### src/rtl/owire_pkg.sv
// Shared slot timings (in microseconds) and the engine phase type.
// Assumes every duration is nonzero so each phase lasts at least one tick.
package owire_pkg;
    localparam int unsigned RD_LOW_US          = 6;
    localparam int unsigned RD_SAMPLE_US       = 9;
    localparam int unsigned RD_TAIL_US         = 55;
    localparam int unsigned W0_LOW_US          = 60;
    localparam int unsigned W0_RECOVER_US      = 10;
    localparam int unsigned RST_LOW_US         = 500;
    localparam int unsigned RST_SAMPLE_US      = 70;
    localparam int unsigned RST_MIN_RECOVER_US = 430;

    typedef enum logic [1:0] {
        PH_IDLE = 2'd0,
        PH_LOW  = 2'd1,
        PH_PRE  = 2'd2,
        PH_POST = 2'd3
    } phase_e;
endpackage

### src/rtl/owire_tick_gen.sv
// Microsecond tick divider. Emits tick on one clock out of every CLK_PER_US.
// A restart pulse realigns it, so the first tick after a start comes
// exactly CLK_PER_US clocks later.
module owire_tick_gen #(
    parameter int unsigned CLK_PER_US = 50
) (
    input  logic clk,
    input  logic rst_n,
    input  logic restart,
    output logic tick
);
    localparam int unsigned DW = (CLK_PER_US > 1) ? $clog2(CLK_PER_US) : 1;
    localparam logic [DW-1:0] LAST = DW'(CLK_PER_US - 1);

    logic [DW-1:0] div_q;

    // Divider counter: wraps at LAST, cleared by reset or restart.
    always_ff @(posedge clk) begin
        if (!rst_n || restart) begin
            div_q <= '0;
        end else if (div_q == LAST) begin
            div_q <= '0;
        end else begin
            div_q <= div_q + 1'b1;
        end
    end

    assign tick = (div_q == LAST);

    generate
        if (CLK_PER_US > 1) begin : g_tick_chk
            // ticks are isolated single-clock events when the divider is real
            a_r7_tick_isolated: assert property (@(posedge clk) disable iff (!rst_n)
                (tick && !restart) |=> !tick);
        end
    endgenerate
endmodule

### src/rtl/owire_sync.sv
// Two-flop synchroniser for the asynchronous bus level.
// Resets to 1, the level of a released, pulled-up bus.
module owire_sync (
    input  logic clk,
    input  logic rst_n,
    input  logic async_in,
    output logic sync_out
);
    logic meta_q;
    logic stab_q;

    // Shift the raw level through two flops.
    always_ff @(posedge clk) begin
        if (!rst_n) begin
            meta_q <= 1'b1;
            stab_q <= 1'b1;
        end else begin
            meta_q <= async_in;
            stab_q <= meta_q;
        end
    end

    assign sync_out = stab_q;
endmodule

### src/rtl/owire_slot_seq.sv
// Slot sequencer. Runs three phases: line low, released until the sample
// point (or the end of recovery for write-0), and released tail. Each phase
// is loaded into a single down-counter of ticks. Assumes tick comes from a
// divider that this block restarts on every accepted start.
module owire_slot_seq
    import owire_pkg::*;
#(
    parameter int unsigned STRETCH    = 1,
    parameter int unsigned RECOVER_US = 430
) (
    input  logic clk,
    input  logic rst_n,
    input  logic start,
    input  logic cmd_reset,
    input  logic tx_bit,
    input  logic tick,
    input  logic line_s,
    output logic restart,
    output logic drive_low,
    output logic rx_bit,
    output logic presence,
    output logic done
);
    localparam int unsigned REC_EFF  = (RECOVER_US < RST_MIN_RECOVER_US) ?
                                       RST_MIN_RECOVER_US : RECOVER_US;
    localparam int unsigned MAX_US   = (REC_EFF > RST_LOW_US) ? REC_EFF : RST_LOW_US;
    localparam int unsigned MAX_TICK = MAX_US * STRETCH;
    localparam int unsigned CW       = $clog2(MAX_TICK + 1);

    localparam logic [CW-1:0] T_RD_LOW  = CW'(RD_LOW_US * STRETCH);
    localparam logic [CW-1:0] T_RD_SMP  = CW'(RD_SAMPLE_US * STRETCH);
    localparam logic [CW-1:0] T_RD_TAIL = CW'(RD_TAIL_US * STRETCH);
    localparam logic [CW-1:0] T_W0_LOW  = CW'(W0_LOW_US * STRETCH);
    localparam logic [CW-1:0] T_W0_REC  = CW'(W0_RECOVER_US * STRETCH);
    localparam logic [CW-1:0] T_RS_LOW  = CW'(RST_LOW_US * STRETCH);
    localparam logic [CW-1:0] T_RS_SMP  = CW'(RST_SAMPLE_US * STRETCH);
    localparam logic [CW-1:0] T_RS_REC  = CW'(REC_EFF * STRETCH);
    localparam logic [CW-1:0] ONE       = CW'(1);

    phase_e        ph_q;
    logic [CW-1:0] cnt_q;
    logic          op_reset_q;
    logic          op_read_q;
    logic          accept;
    logic          phase_end;

    assign accept    = start && (ph_q == PH_IDLE);
    assign restart   = accept;
    assign phase_end = tick && (cnt_q == ONE);

    // Phase sequencing, duration loading, sampling and done generation.
    always_ff @(posedge clk) begin
        if (!rst_n) begin
            ph_q       <= PH_IDLE;
            cnt_q      <= '0;
            op_reset_q <= 1'b0;
            op_read_q  <= 1'b0;
            drive_low  <= 1'b0;
            rx_bit     <= 1'b0;
            presence   <= 1'b0;
            done       <= 1'b0;
        end else begin
            done <= 1'b0;
            unique case (ph_q)
                PH_IDLE: begin
                    if (accept) begin
                        op_reset_q <= cmd_reset;
                        op_read_q  <= !cmd_reset && tx_bit;
                        ph_q       <= PH_LOW;
                        drive_low  <= 1'b1;
                        cnt_q      <= cmd_reset ? T_RS_LOW : (tx_bit ? T_RD_LOW : T_W0_LOW);
                    end
                end
                PH_LOW: begin
                    if (phase_end) begin
                        ph_q      <= PH_PRE;
                        drive_low <= 1'b0;
                        cnt_q     <= op_reset_q ? T_RS_SMP : (op_read_q ? T_RD_SMP : T_W0_REC);
                    end else if (tick) begin
                        cnt_q <= cnt_q - 1'b1;
                    end
                end
                PH_PRE: begin
                    if (phase_end) begin
                        if (op_reset_q || op_read_q) begin
                            ph_q  <= PH_POST;
                            cnt_q <= op_reset_q ? T_RS_REC : T_RD_TAIL;
                            if (op_reset_q) begin
                                presence <= !line_s;
                            end else begin
                                rx_bit <= line_s;
                            end
                        end else begin
                            ph_q   <= PH_IDLE;
                            cnt_q  <= '0;
                            rx_bit <= 1'b0;
                            done   <= 1'b1;
                        end
                    end else if (tick) begin
                        cnt_q <= cnt_q - 1'b1;
                    end
                end
                PH_POST: begin
                    if (phase_end) begin
                        ph_q  <= PH_IDLE;
                        cnt_q <= '0;
                        done  <= 1'b1;
                    end else if (tick) begin
                        cnt_q <= cnt_q - 1'b1;
                    end
                end
                default: ph_q <= PH_IDLE;
            endcase
        end
    end

    // done never lasts longer than one clock
    a_r8_done_single: assert property (@(posedge clk) disable iff (!rst_n)
        done |=> !done);
    // done only ends a slot that was running
    a_r8_done_after_slot: assert property (@(posedge clk) disable iff (!rst_n)
        done |-> ($past(ph_q) != PH_IDLE));
    // an idle engine never holds the bus low
    a_r1_idle_released: assert property (@(posedge clk) disable iff (!rst_n)
        (ph_q == PH_IDLE) |-> !drive_low);
    // a running slot always has time left
    a_r9_counter_live: assert property (@(posedge clk) disable iff (!rst_n)
        (ph_q != PH_IDLE) |-> (cnt_q != '0));
    // the line is released only on a microsecond tick
    a_r7_release_on_tick: assert property (@(posedge clk) disable iff (!rst_n)
        $fell(drive_low) |-> $past(tick));
endmodule

### src/rtl/owire_slot_engine.sv
// One-wire bit-slot engine top. Connects the restartable microsecond
// divider, the line synchroniser and the slot sequencer. Assumes one slot
// at a time; commands presented while busy are dropped.
module owire_slot_engine #(
    parameter int unsigned CLK_PER_US = 50,
    parameter int unsigned STRETCH    = 1,
    parameter int unsigned RECOVER_US = 430
) (
    input  logic clk,
    input  logic rst_n,
    input  logic start,
    input  logic cmd_reset,
    input  logic tx_bit,
    input  logic line_in,
    output logic drive_low,
    output logic rx_bit,
    output logic presence,
    output logic done
);
    logic tick;
    logic restart;
    logic line_s;

    owire_tick_gen #(.CLK_PER_US(CLK_PER_US)) u_tick (
        .clk     (clk),
        .rst_n   (rst_n),
        .restart (restart),
        .tick    (tick)
    );

    owire_sync u_sync (
        .clk      (clk),
        .rst_n    (rst_n),
        .async_in (line_in),
        .sync_out (line_s)
    );

    owire_slot_seq #(.STRETCH(STRETCH), .RECOVER_US(RECOVER_US)) u_seq (
        .clk       (clk),
        .rst_n     (rst_n),
        .start     (start),
        .cmd_reset (cmd_reset),
        .tx_bit    (tx_bit),
        .tick      (tick),
        .line_s    (line_s),
        .restart   (restart),
        .drive_low (drive_low),
        .rx_bit    (rx_bit),
        .presence  (presence),
        .done      (done)
    );
endmodule

### config.mk
export PLATFORM = sky130hd
export DESIGN_NAME = owire_slot_engine
export DESIGN_NICKNAME = d
export VERILOG_FILES = /design/src/rtl/owire_pkg.sv /design/src/rtl/owire_tick_gen.sv /design/src/rtl/owire_sync.sv /design/src/rtl/owire_slot_seq.sv /design/src/rtl/owire_slot_engine.sv
export SDC_FILE = /design/constraint.sdc
export NUM_CORES = 1
export LEC_CHECK = 0
export BUFFER_PORTS_ARGS = -buffer_cell sky130_fd_sc_hd__buf_2
export CAP_MARGIN = 30
export CORE_UTILIZATION = 59
export DETAILED_ROUTE_END_ITERATION = 10
export PLACE_DENSITY = 0.88
export SLEW_MARGIN = 20
export SYNTH_ARGS = -nofsm -noshare
export SYNTH_HDL_FRONTEND = slang
export SYNTH_SLANG_ARGS = --single-unit
### constraint.sdc
create_clock -name clk -period 1.8 [get_ports clk]
set_input_delay 0.09 -clock clk [delete_from_list [all_inputs] [get_ports clk]]
set_output_delay 0.09 -clock clk [all_outputs]
set_load 0.005 [all_outputs]
# Yosys cells after proc, flatten, opt, wreduce, memory -nomap -nowiden
# Cells that the tools add are included.
[op_classes] addsub=2 mul=0 div_mod_pow=0 magnitude_cmp=0 n_eq_ne=10 n_shift=0 muxes=27 bitwise_logic=0 reduce_logical=16
[ops] operator="$mux 9" n=9
[ops] operator="$pmux 9 s4" n=1
[ops] operator="$mux 2" n=6
[ops] operator="$eq 9x1->1 const B" n=1
[ops] operator="$sub 9x1->9 const B" n=1
[ops] operator="$pmux 2 s4" n=1
[ops] operator="$reduce_and 4->1" n=2
[ops] operator="$mux 1" n=7
[ops] operator="$add 6x1->6 const B" n=1
[ops] operator="$eq 6x6->1 const B" n=1
[ops] operator="$mux 6" n=1
[ops] operator="$ne 2x1->1 const B" n=3
[ops] operator="$reduce_and 3->1" n=2
[ops] operator="$eq 2x2->1 const B" n=2
[ops] operator="$ne 2x2->1 const B" n=2
[ops] operator="$pmux 1 s2" n=2
[ops] operator="$logic_and 1x1->1" n=3
[ops] operator="$logic_not 1->1" n=3
[ops] operator="$eq 2x1->1 const B" n=1
[ops] operator="$logic_not 2->1" n=1
[ops] operator="$logic_or 1x1->1" n=2
[ops] operator="$reduce_and 2->1" n=1
[ops] operator="$reduce_bool 2->1" n=1
[ops] operator="$reduce_or 2->1" n=1
[totals] regBits=25 latchBits=0 ramBits=0 romBits=0 output_inout_bits=4 n_memories=0

# Longest topological paths before layout
# Gate-level depths: netlist of run 1.
[logic_depth] ltp_word=4 ltp_mapped=7

# Modules after synthesis
# A second synthesis of run 1 with hierarchy kept.
[hier_totals] cells_unflattened=178 hier_area_um2=1501.4
[by_module_without_submodules] mod="owire_slot_seq" instances=1 cells_each=147 area_each_um2=1181.1 seq_area_each_um2=340.3
[by_module_without_submodules] mod="owire_tick_gen" instances=1 cells_each=27 area_each_um2=267.8 seq_area_each_um2=120.1
[by_module_without_submodules] mod="owire_sync" instances=1 cells_each=4 area_each_um2=52.6 seq_area_each_um2=40.0

# Worst setup path before layout of run 1
# OpenSTA, ideal clock, no wires.
[synth_path] path_type="reg-to-reg" startpoint="register u_seq.cnt_q[0]" endpoint="register u_seq.presence" setup_ns=0.116 arrival_time_ns=1.427 t_required_ns=1.684 setup_slack_ns=0.257 path_stages_with_launch=7 n_path_buf=0 synth_period_minus_slack_ns=1.543 cell_sequence="dfxtp_1 ha_1 nor4bb_1 nand4_1 nor3_1 nand2_1 o211a_1"
[synth_between] elab_chain_len=3
[synth_rtl] item="from (decl)" line_no="owire_slot_seq.sv:41" rtl="logic [CW-1:0] cnt_q;"
[synth_rtl] item="from (signal assigned)" line_no="owire_slot_seq.sv:71" rtl="cnt_q <= cmd_reset ? T_RS_LOW : (tx_bit ? T_RD_LOW : T_W0_LOW);"
[synth_rtl] item="from (signal assigned)" line_no="owire_slot_seq.sv:78" rtl="cnt_q <= op_reset_q ? T_RS_SMP : (op_read_q ? T_RD_SMP : T_W0_REC);"
[synth_rtl] item="from (signal assigned)" line_no="owire_slot_seq.sv:80" rtl="cnt_q <= cnt_q - 1'b1;"
[synth_rtl] item="$eq 9x1->1" line_no="owire_slot_seq.sv:49" rtl="assign phase_end = tick && (cnt_q == ONE);"
[synth_rtl] item="$logic_and 1x1->1" line_no="owire_slot_seq.sv:49"
[synth_rtl] item="$reduce_and 4->1 (no line)"
[synth_rtl] item="to (signal assigned)" line_no="owire_slot_seq.sv:89" rtl="presence <= !line_s;"
[synth_rtl] item="to (decl)" line_no="owire_slot_seq.sv:21" rtl="output logic presence,"
# Every way passes these cells.
# A chain may end at the register's enable or synchronous reset.

# Final worst setup path of run 1
[layout_path] startpoint="register u_seq.cnt_q[1]" endpoint="register u_seq.cnt_q[6]"
[layout_between] elab_chain_len=4
[layout_rtl] item="$sub 9x1->9 or $eq 9x1->1 (tied branches)"
[layout_rtl] item="$mux 9 or $logic_and 1x1->1 (tied branches)"
[layout_rtl] item="$mux 9, on equally long branches" line_no="owire_slot_seq.sv:104, owire_slot_seq.sv:75, owire_slot_seq.sv:84"
[layout_rtl] item="$pmux 9 s4 (*)" line_no="owire_slot_seq.sv:64" rtl="unique case (ph_q)"
# Every way passes the cells marked *; elsewhere a longest branch is shown, timed or not.

==> summary.txt, run 1 <==
Hold path
  • Hold Path Class: in -> reg
  • Hold endpoint: u_sync.sync_out$_SDFF_PN1_
  • Hold_sp: rst_n
  • Hold Crit Depth: 2

Timing
  • Final hold vios: 0
  • Min Clock Period, post-route: 1750 ps
  • RSZ-0062 raised after global routing: yes
  • Final slew viol count: 0
  • Setup WS post-layout: 54.5 ps
  • Period Utilization, post-route: 97.0%
  • Slew @ Worst Pin: 400 ps
  • Slew margin rel.: 73.1%
  • Final setup TNS: 0 ps
  • Setup Viol. Count Final: 0
  • Hold Slack: 31.9 ps
  • FMAX: 573 MHz
  • Clock skew: 9.13 ps

Placed design
  • Placed instance area: 1490 um2
  • Input/output buffers: 9
  • DP Worst Slack: -28.4 ps
  • Gpl congestion: 0.923
  • Hpwl dp: 2.58 mm
  • DP Cell Count: 212

Synth
  • Register bit total from synthesis: 25
  • Mapped cell area: 1430 um2
  • Mapped Nets: 191
  • Ys Warns: 0
  • Gate Count Post-Synth: 181
  • Post-synth cell types: 38
  • Post-synth EDFFs: 0
  • Synth area leaders: dfxtp_1, nor2_1, o21ai_0
  • Most common cell in the netlist: dfxtp_1
  • Cell taking the most area after synthesis: dfxtp_1
  • Top-area cell type share of the netlist area: 35.1%
  • Most common flop cell mapped by yosys: dfxtp_1
  • Sequential area share after synthesis: 35.1%
  • Synth top cells by count: dfxtp_1, nor2_1, nand2_1
  • Avg Inst Size Synth: 7.87 um2
  • FFs w/ async S/R, synth: 0%

Critical path
  • Worst reg2reg path startpoint: u_seq.cnt_q[1]$_SDFFE_PN0P_
  • Crit end category: register
  • Worst flop-to-flop path endpoint: u_seq.cnt_q[6]$_SDFFE_PN0P_
  • Max FO, Critical Path: 5
  • CP startpoint kind: register
  • Reg2Reg Setup Slack: 50 ps
  • CP required: 2070 ps
  • R2R depth: 7
  • CP arrival: 2020 ps
  • Crit Path Class: reg -> reg

Floorplanning
  • Chip height: 51.1 um
  • Die area: 2620 um2
  • Rows: 17
  • # IOs: 10
  • Core area: 2250 um2
  • Die X: 51.1 um
  • Starting Density: 63.2%

Detailed routing
  • Via density: 6.39
  • Via count: 1412
  • Pre-antenna DRT Iters: 5
  • Detailed Route Iter0 Violations: 79
  • Drt total wl: 3.65 mm
  • DRC: 0
  • WL per Instance: 16.5 um
  • Antenna Nets Post-Route: 0

Clocking
  • CTS tree: done
  • H-tree levels: 1
  • # clock sinks: 25
  • Skew-Pair Late Insertion Delay: 320 ps
  • CTS root buffer: clkbuf_4
  • Clock Tree Buf Depth: 2
  • Clock slew at reported path FFs: 130 ps
  • CTS Buf Count: 3

Global route
  • Vias in the first global route: 1319
  • Antenna violations before repair: 0
  • Total grt overflow: 0
  • Largest net degree at the start of global routing: 15
  • Tot GR Track Use: 31.3%
  • First-pass GRT wire length: 6.18 mm

Power and ir drop
  • Pwr dens: 649 nW/um2
  • P_leak: 0.596 nW
  • Max IR drop VDD: 0.541 mV
  • Tot Pwr: 1.05 mW

Layout
  • Post-layout util: 71.8%
  • Antenna diodes: 0
  • Fill count: 183
  • P&R area growth vs syn: 13.6%
  • Fin nets: 204
  • Post-Layout Cell Count: 221
  • Design area: 1620 um2
  • Layout cell share with drive strength beyond 1: 18.1%

Job
  • Max Cap Violations: 0

Run status
  • Status: completed
==> metal layers <==
layer	vias up	global-route usage, %	wire, um
met4	0	10.6	126
met2	80	51.3	1740
li1	681	-	-
met1	633	41.7	1560
met5	-	0	0
met3	18	4.76	231
==> cell type report <==
class | count | area, um2 | area share (%)
Multi-Input combinational cell | 141 | 917 | 56.6
Tap cell | 28 | 35.0 | 2.16
Inverter | 6 | 25.0 | 1.55
Sequential cell | 25 | 508 | 31.4
Timing Repair Buffer | 17 | 108 | 6.65
Clock buffer | 4 | 26.3 | 1.62
==> layout by cell type (no fill, tap or decap), types with 2 or more instances in the layout <==
cell type / n
a21boi_0: 3
or3_1: 2
o21a_1: 2
nand4_1: 8
a21oi_1: 10
a21boi_1: 4
nand2b_1: 6
inv_1: 5
buf_2: 9
nand3_1: 10
o22ai_1: 5
dfxtp_1: 23
a31oi_1: 3
xor2_1: 3
dfxtp_4: 2
o21ai_0: 13
nand2_1: 16
or2_2: 2
o211a_1: 2
buf_4: 7
nor2_1: 17
clkbuf_4: 3
nor3_1: 6
ha_1: 3
o31ai_1: 2
xnor2_1: 3
nor2_2: 2
nor2b_1: 4
==> where the power goes <==
group          switching (mW)  internal [mW]  leakage, nW
registers              0.0482          0.578        0.206
clock network           0.163         0.0869       0.0150
logic                   0.103         0.0723        0.375
total                   0.314          0.737        0.596
==> registers in the layout, summed over array words and instances (netlist names) <==
signal            flops
u_seq.drive_low       1
u_seq.done            1
u_seq.rx_bit          1
u_sync.meta_q         1
u_seq.op_reset_q      1
u_seq.presence        1
u_sync.sync_out       1
u_seq.ph_q            2
u_seq.cnt_q           9
u_tick.div_q          6
u_seq.op_read_q       1
==> worst max-delay path by stage <==
stage | slack (ps) | start | to
3_3_place_gp | 120 | u_seq.cnt_q[0]$_SDFFE_PN0P_ | u_seq.presence$_SDFFE_PN0P_
3_5_place_dp | -30 | u_seq.cnt_q[0]$_SDFFE_PN0P_ | u_seq.presence$_SDFFE_PN0P_
4_1_cts | 20 | u_seq.cnt_q[1]$_SDFFE_PN0P_ | u_seq.cnt_q[4]$_SDFFE_PN0P_
6_report | 50 | u_seq.cnt_q[1]$_SDFFE_PN0P_ | u_seq.cnt_q[6]$_SDFFE_PN0P_
2_1_floorplan | 260 | u_seq.cnt_q[0]$_SDFFE_PN0P_ | u_seq.presence$_SDFFE_PN0P_
5_1_grt | -20 | u_seq.cnt_q[1]$_SDFFE_PN0P_ | u_seq.ph_q[1]$_SDFFE_PN0P_
==> logic make-up after synthesis <==
| logic type | after synthesis | synth area share [%] |
|---|---|---|
| DFF | 25 | 35.1 |
| and+or+nand+nor | 82 | 31.6 |
| buffers and inverters | 15 | 4.21 |
| adders and majority gates | 4 | 3.51 |
| AOI/OAI and AO/OA | 49 | 21.9 |
| xor gates and xnor gates | 6 | 3.69 |
==> timing repair <==
action | CTS | global route
endpoints found under the hold margin | 1 | 0
buffers inserted | 0 | 4
hold buffers | 1 | 0
resized for setup | 5 | 13
endpoints found under the setup margin | 4 | 13
pin swaps | 0 | 9
==> critical path: stages (launching register included) <==
cell and delay, ps:
dfxtp_4 390, inv_4 70, ha_4 140, nor4b_4 340
nand3_1 150, o32a_1 330, nor2_2 130, o31a_1 150
No activity file was read; power rests on OpenSTA's default activity.
==> run 2: changes to the inputs <==
--- a/config.mk
+++ b/config.mk
@@ -9,6 +9,7 @@
 export CAP_MARGIN = 30
 export CORE_UTILIZATION = 59
 export DETAILED_ROUTE_END_ITERATION = 10
+export GPL_TIMING_DRIVEN = 0
 export PLACE_DENSITY = 0.88
 export SLEW_MARGIN = 20
 export SYNTH_ARGS = -nofsm -noshare
==> run 2 against run 1 <==
Global-route usage is essentially flat. Sequential power is 1% lower. Sequential cell count unchanged. Via count up 2.8%. Clock-buffer cell count unchanged. Clock skew down 3.2 ps. Non-clock buffer count increased by 4. Sequential share of layout area about the same. Clock power about the same. Critical endpoint is now u_seq.ph_q[1]$_SDFFE_PN0P_.
==> summary.txt, run 2 (synthesis results as in run 1) <==
Run status
  • Status: completed

Critical path
  • CP required: 2060 ps
  • CP arrival: 1980 ps
  • CP startpoint kind: register
  • Max FO, Critical Path: 8
  • CP top delay family: simple AND/OR/NAND/NOR gates
  • Crit Path Class: reg -> reg
  • Max incr delay on CP: 400 ps
  • Crit-path slowest cell: dfxtp_1
  • Critical-path cell list: ha_1 > and4_1 > buf_2 > nand3_2 > or3_1 > a21boi_1
  • Crit path buf inv count: 1
  • Crit end category: register

Clocking
  • H-tree levels: 1
  • Clock slew at reported path FFs: 140 ps
  • Skew-Pair Late Insertion Delay: 320 ps
  • Clock Tree Buf Depth: 2
  • # clock sinks: 25
  • CTS Buf Count: 3
  • CTS tree: done
  • CTS root buffer: clkbuf_4

Placed design
  • DP Worst Slack: -98.3 ps
  • Input/output buffers: 8
  • Gpl congestion: 0.920
  • Hpwl dp: 2.58 mm

Timing
  • RSZ-0062 raised after global routing: yes
  • Slew margin rel.: 69.9%
  • Slew @ Worst Pin: 451 ps
  • Final hold vios: 0
  • FMAX: 582 MHz
  • Period Utilization, post-route: 95.5%
  • Setup WS post-layout: 81.4 ps
  • Final slew viol count: 0
  • Hold Slack: 68.7 ps
  • Clock skew: 5.90 ps
  • Setup Viol. Count Final: 0
  • Min Clock Period, post-route: 1720 ps
  • Final setup TNS: 0 ps

Floorplanning
  • Starting Density: 63.2%
  • Chip height: 51.1 um
  • Rows: 17
  • Core area: 2250 um2
  • Die X: 51.1 um
  • # IOs: 10
  • Die area: 2620 um2

Job
  • Max Cap Violations: 0

Detailed routing
  • DRC: 0
  • Via density: 6.45
  • Via count: 1451
  • Antenna Nets Post-Route: 0
  • Detailed Route Iter0 Violations: 91
  • WL per Instance: 16.9 um
  • Pre-antenna DRT Iters: 5
  • Drt total wl: 3.80 mm

Hold path
  • Hold Path Class: in -> reg

Layout
  • Number of flip-flops under the largest register name: 9
  • Commonest non-fill, non-tap cell in the layout: dfxtp_1
  • Antenna diodes: 0
  • Most frequent cells in the layout: dfxtp_1, nor2_1, nand2_1
  • Top Registers: u_seq.cnt_q x9, u_tick.div_q x6, u_seq.ph_q x2
  • P&R area growth vs syn: 13.8%
  • Post-layout util: 71.9%
  • Layout cell share with drive strength beyond 1: 16.8%
  • Fin nets: 208
  • Largest Register: u_seq.cnt_q

Power and ir drop
  • Pwr dens: 653 nW/um2
  • Max IR drop VDD: 0.655 mV
  • P_leak: 0.599 nW

Global route
  • First-pass GRT wire length: 6.05 mm
  • Antenna violations before repair: 0
  • Largest net degree at the start of global routing: 14
  • Tot GR Track Use: 31.3%
  • Vias in the first global route: 1368
  • Total grt overflow: 0
==> run 2: area by class of cell <==
cell class	instances	area [um2]
well taps	28	35.0
flip-flops and latches	25	508
inverters	6	22.5
repair buffers	12	72.6
plain buffers	9	38.8
multi-input cells	141	918
fillers	197	633
clock buffers	4	26.3
==> run 2: tightest hold or removal path: stages <==
cell,delay (ps)
buf_2,120
nand2_1,60
a21boi_0,80
==> run 2: worst paths after layout <==
kind / startpoint / slack, ps / endpoint / cells after the start
hold reg to reg: u_sync.meta_q$_SDFF_PN1_ / 450 / u_sync.sync_out$_SDFF_PN1_ / 1
setup reg to reg: u_tick.div_q[0]$_SDFF_PP0_ / 80 / u_seq.ph_q[1]$_SDFFE_PN0P_ / 6
hold / removal: cmd_reset / 70 / u_seq.op_reset_q$_SDFFE_PN0P_ / 3
setup / recovery: u_tick.div_q[0]$_SDFF_PP0_ / 80 / u_seq.ph_q[1]$_SDFFE_PN0P_ / 6
==> run 2: repair_timing <==
action / CTS / global route
buffers inserted: 0 / 3
gates resized for setup: 5 / 13
hold buffers: 1 / 0
endpoints found under the hold margin: 1 / 0
setup endpoints to repair: 6 / 19
pin swaps: 2 / 6
==> run 2: report_power, final <==
group / total, mW / leakage, nW / internal, mW / switching (mW)
Clock: 0.253 / 0.0150 / 0.0868 / 0.166
Combinational: 0.187 / 0.378 / 0.0742 / 0.112
Sequential: 0.619 / 0.206 / 0.578 / 0.0412
==> run 2: through the flow <==
step	total power [mW]	cell area [um2]	std cells
finish	1.06	1620	225
global route	1.10	1620	225
CTS	1.05	1550	222
detailed placement	0.799	1500	217
global placement	0.794	1500	217
floorplan	0.749	1430	181
==> run 2: per-layer routing <==
metal | up-vias | share of wire, % | GRT usage (%)
met2 | 75 | 50 | 50.9
li1 | 686 | - | -
met3 | 14 | 6.2 | 5.65
met1 | 676 | 42 | 39.4
met5 | - | 0 | 0
met4 | 0 | 2.0 | 15.7
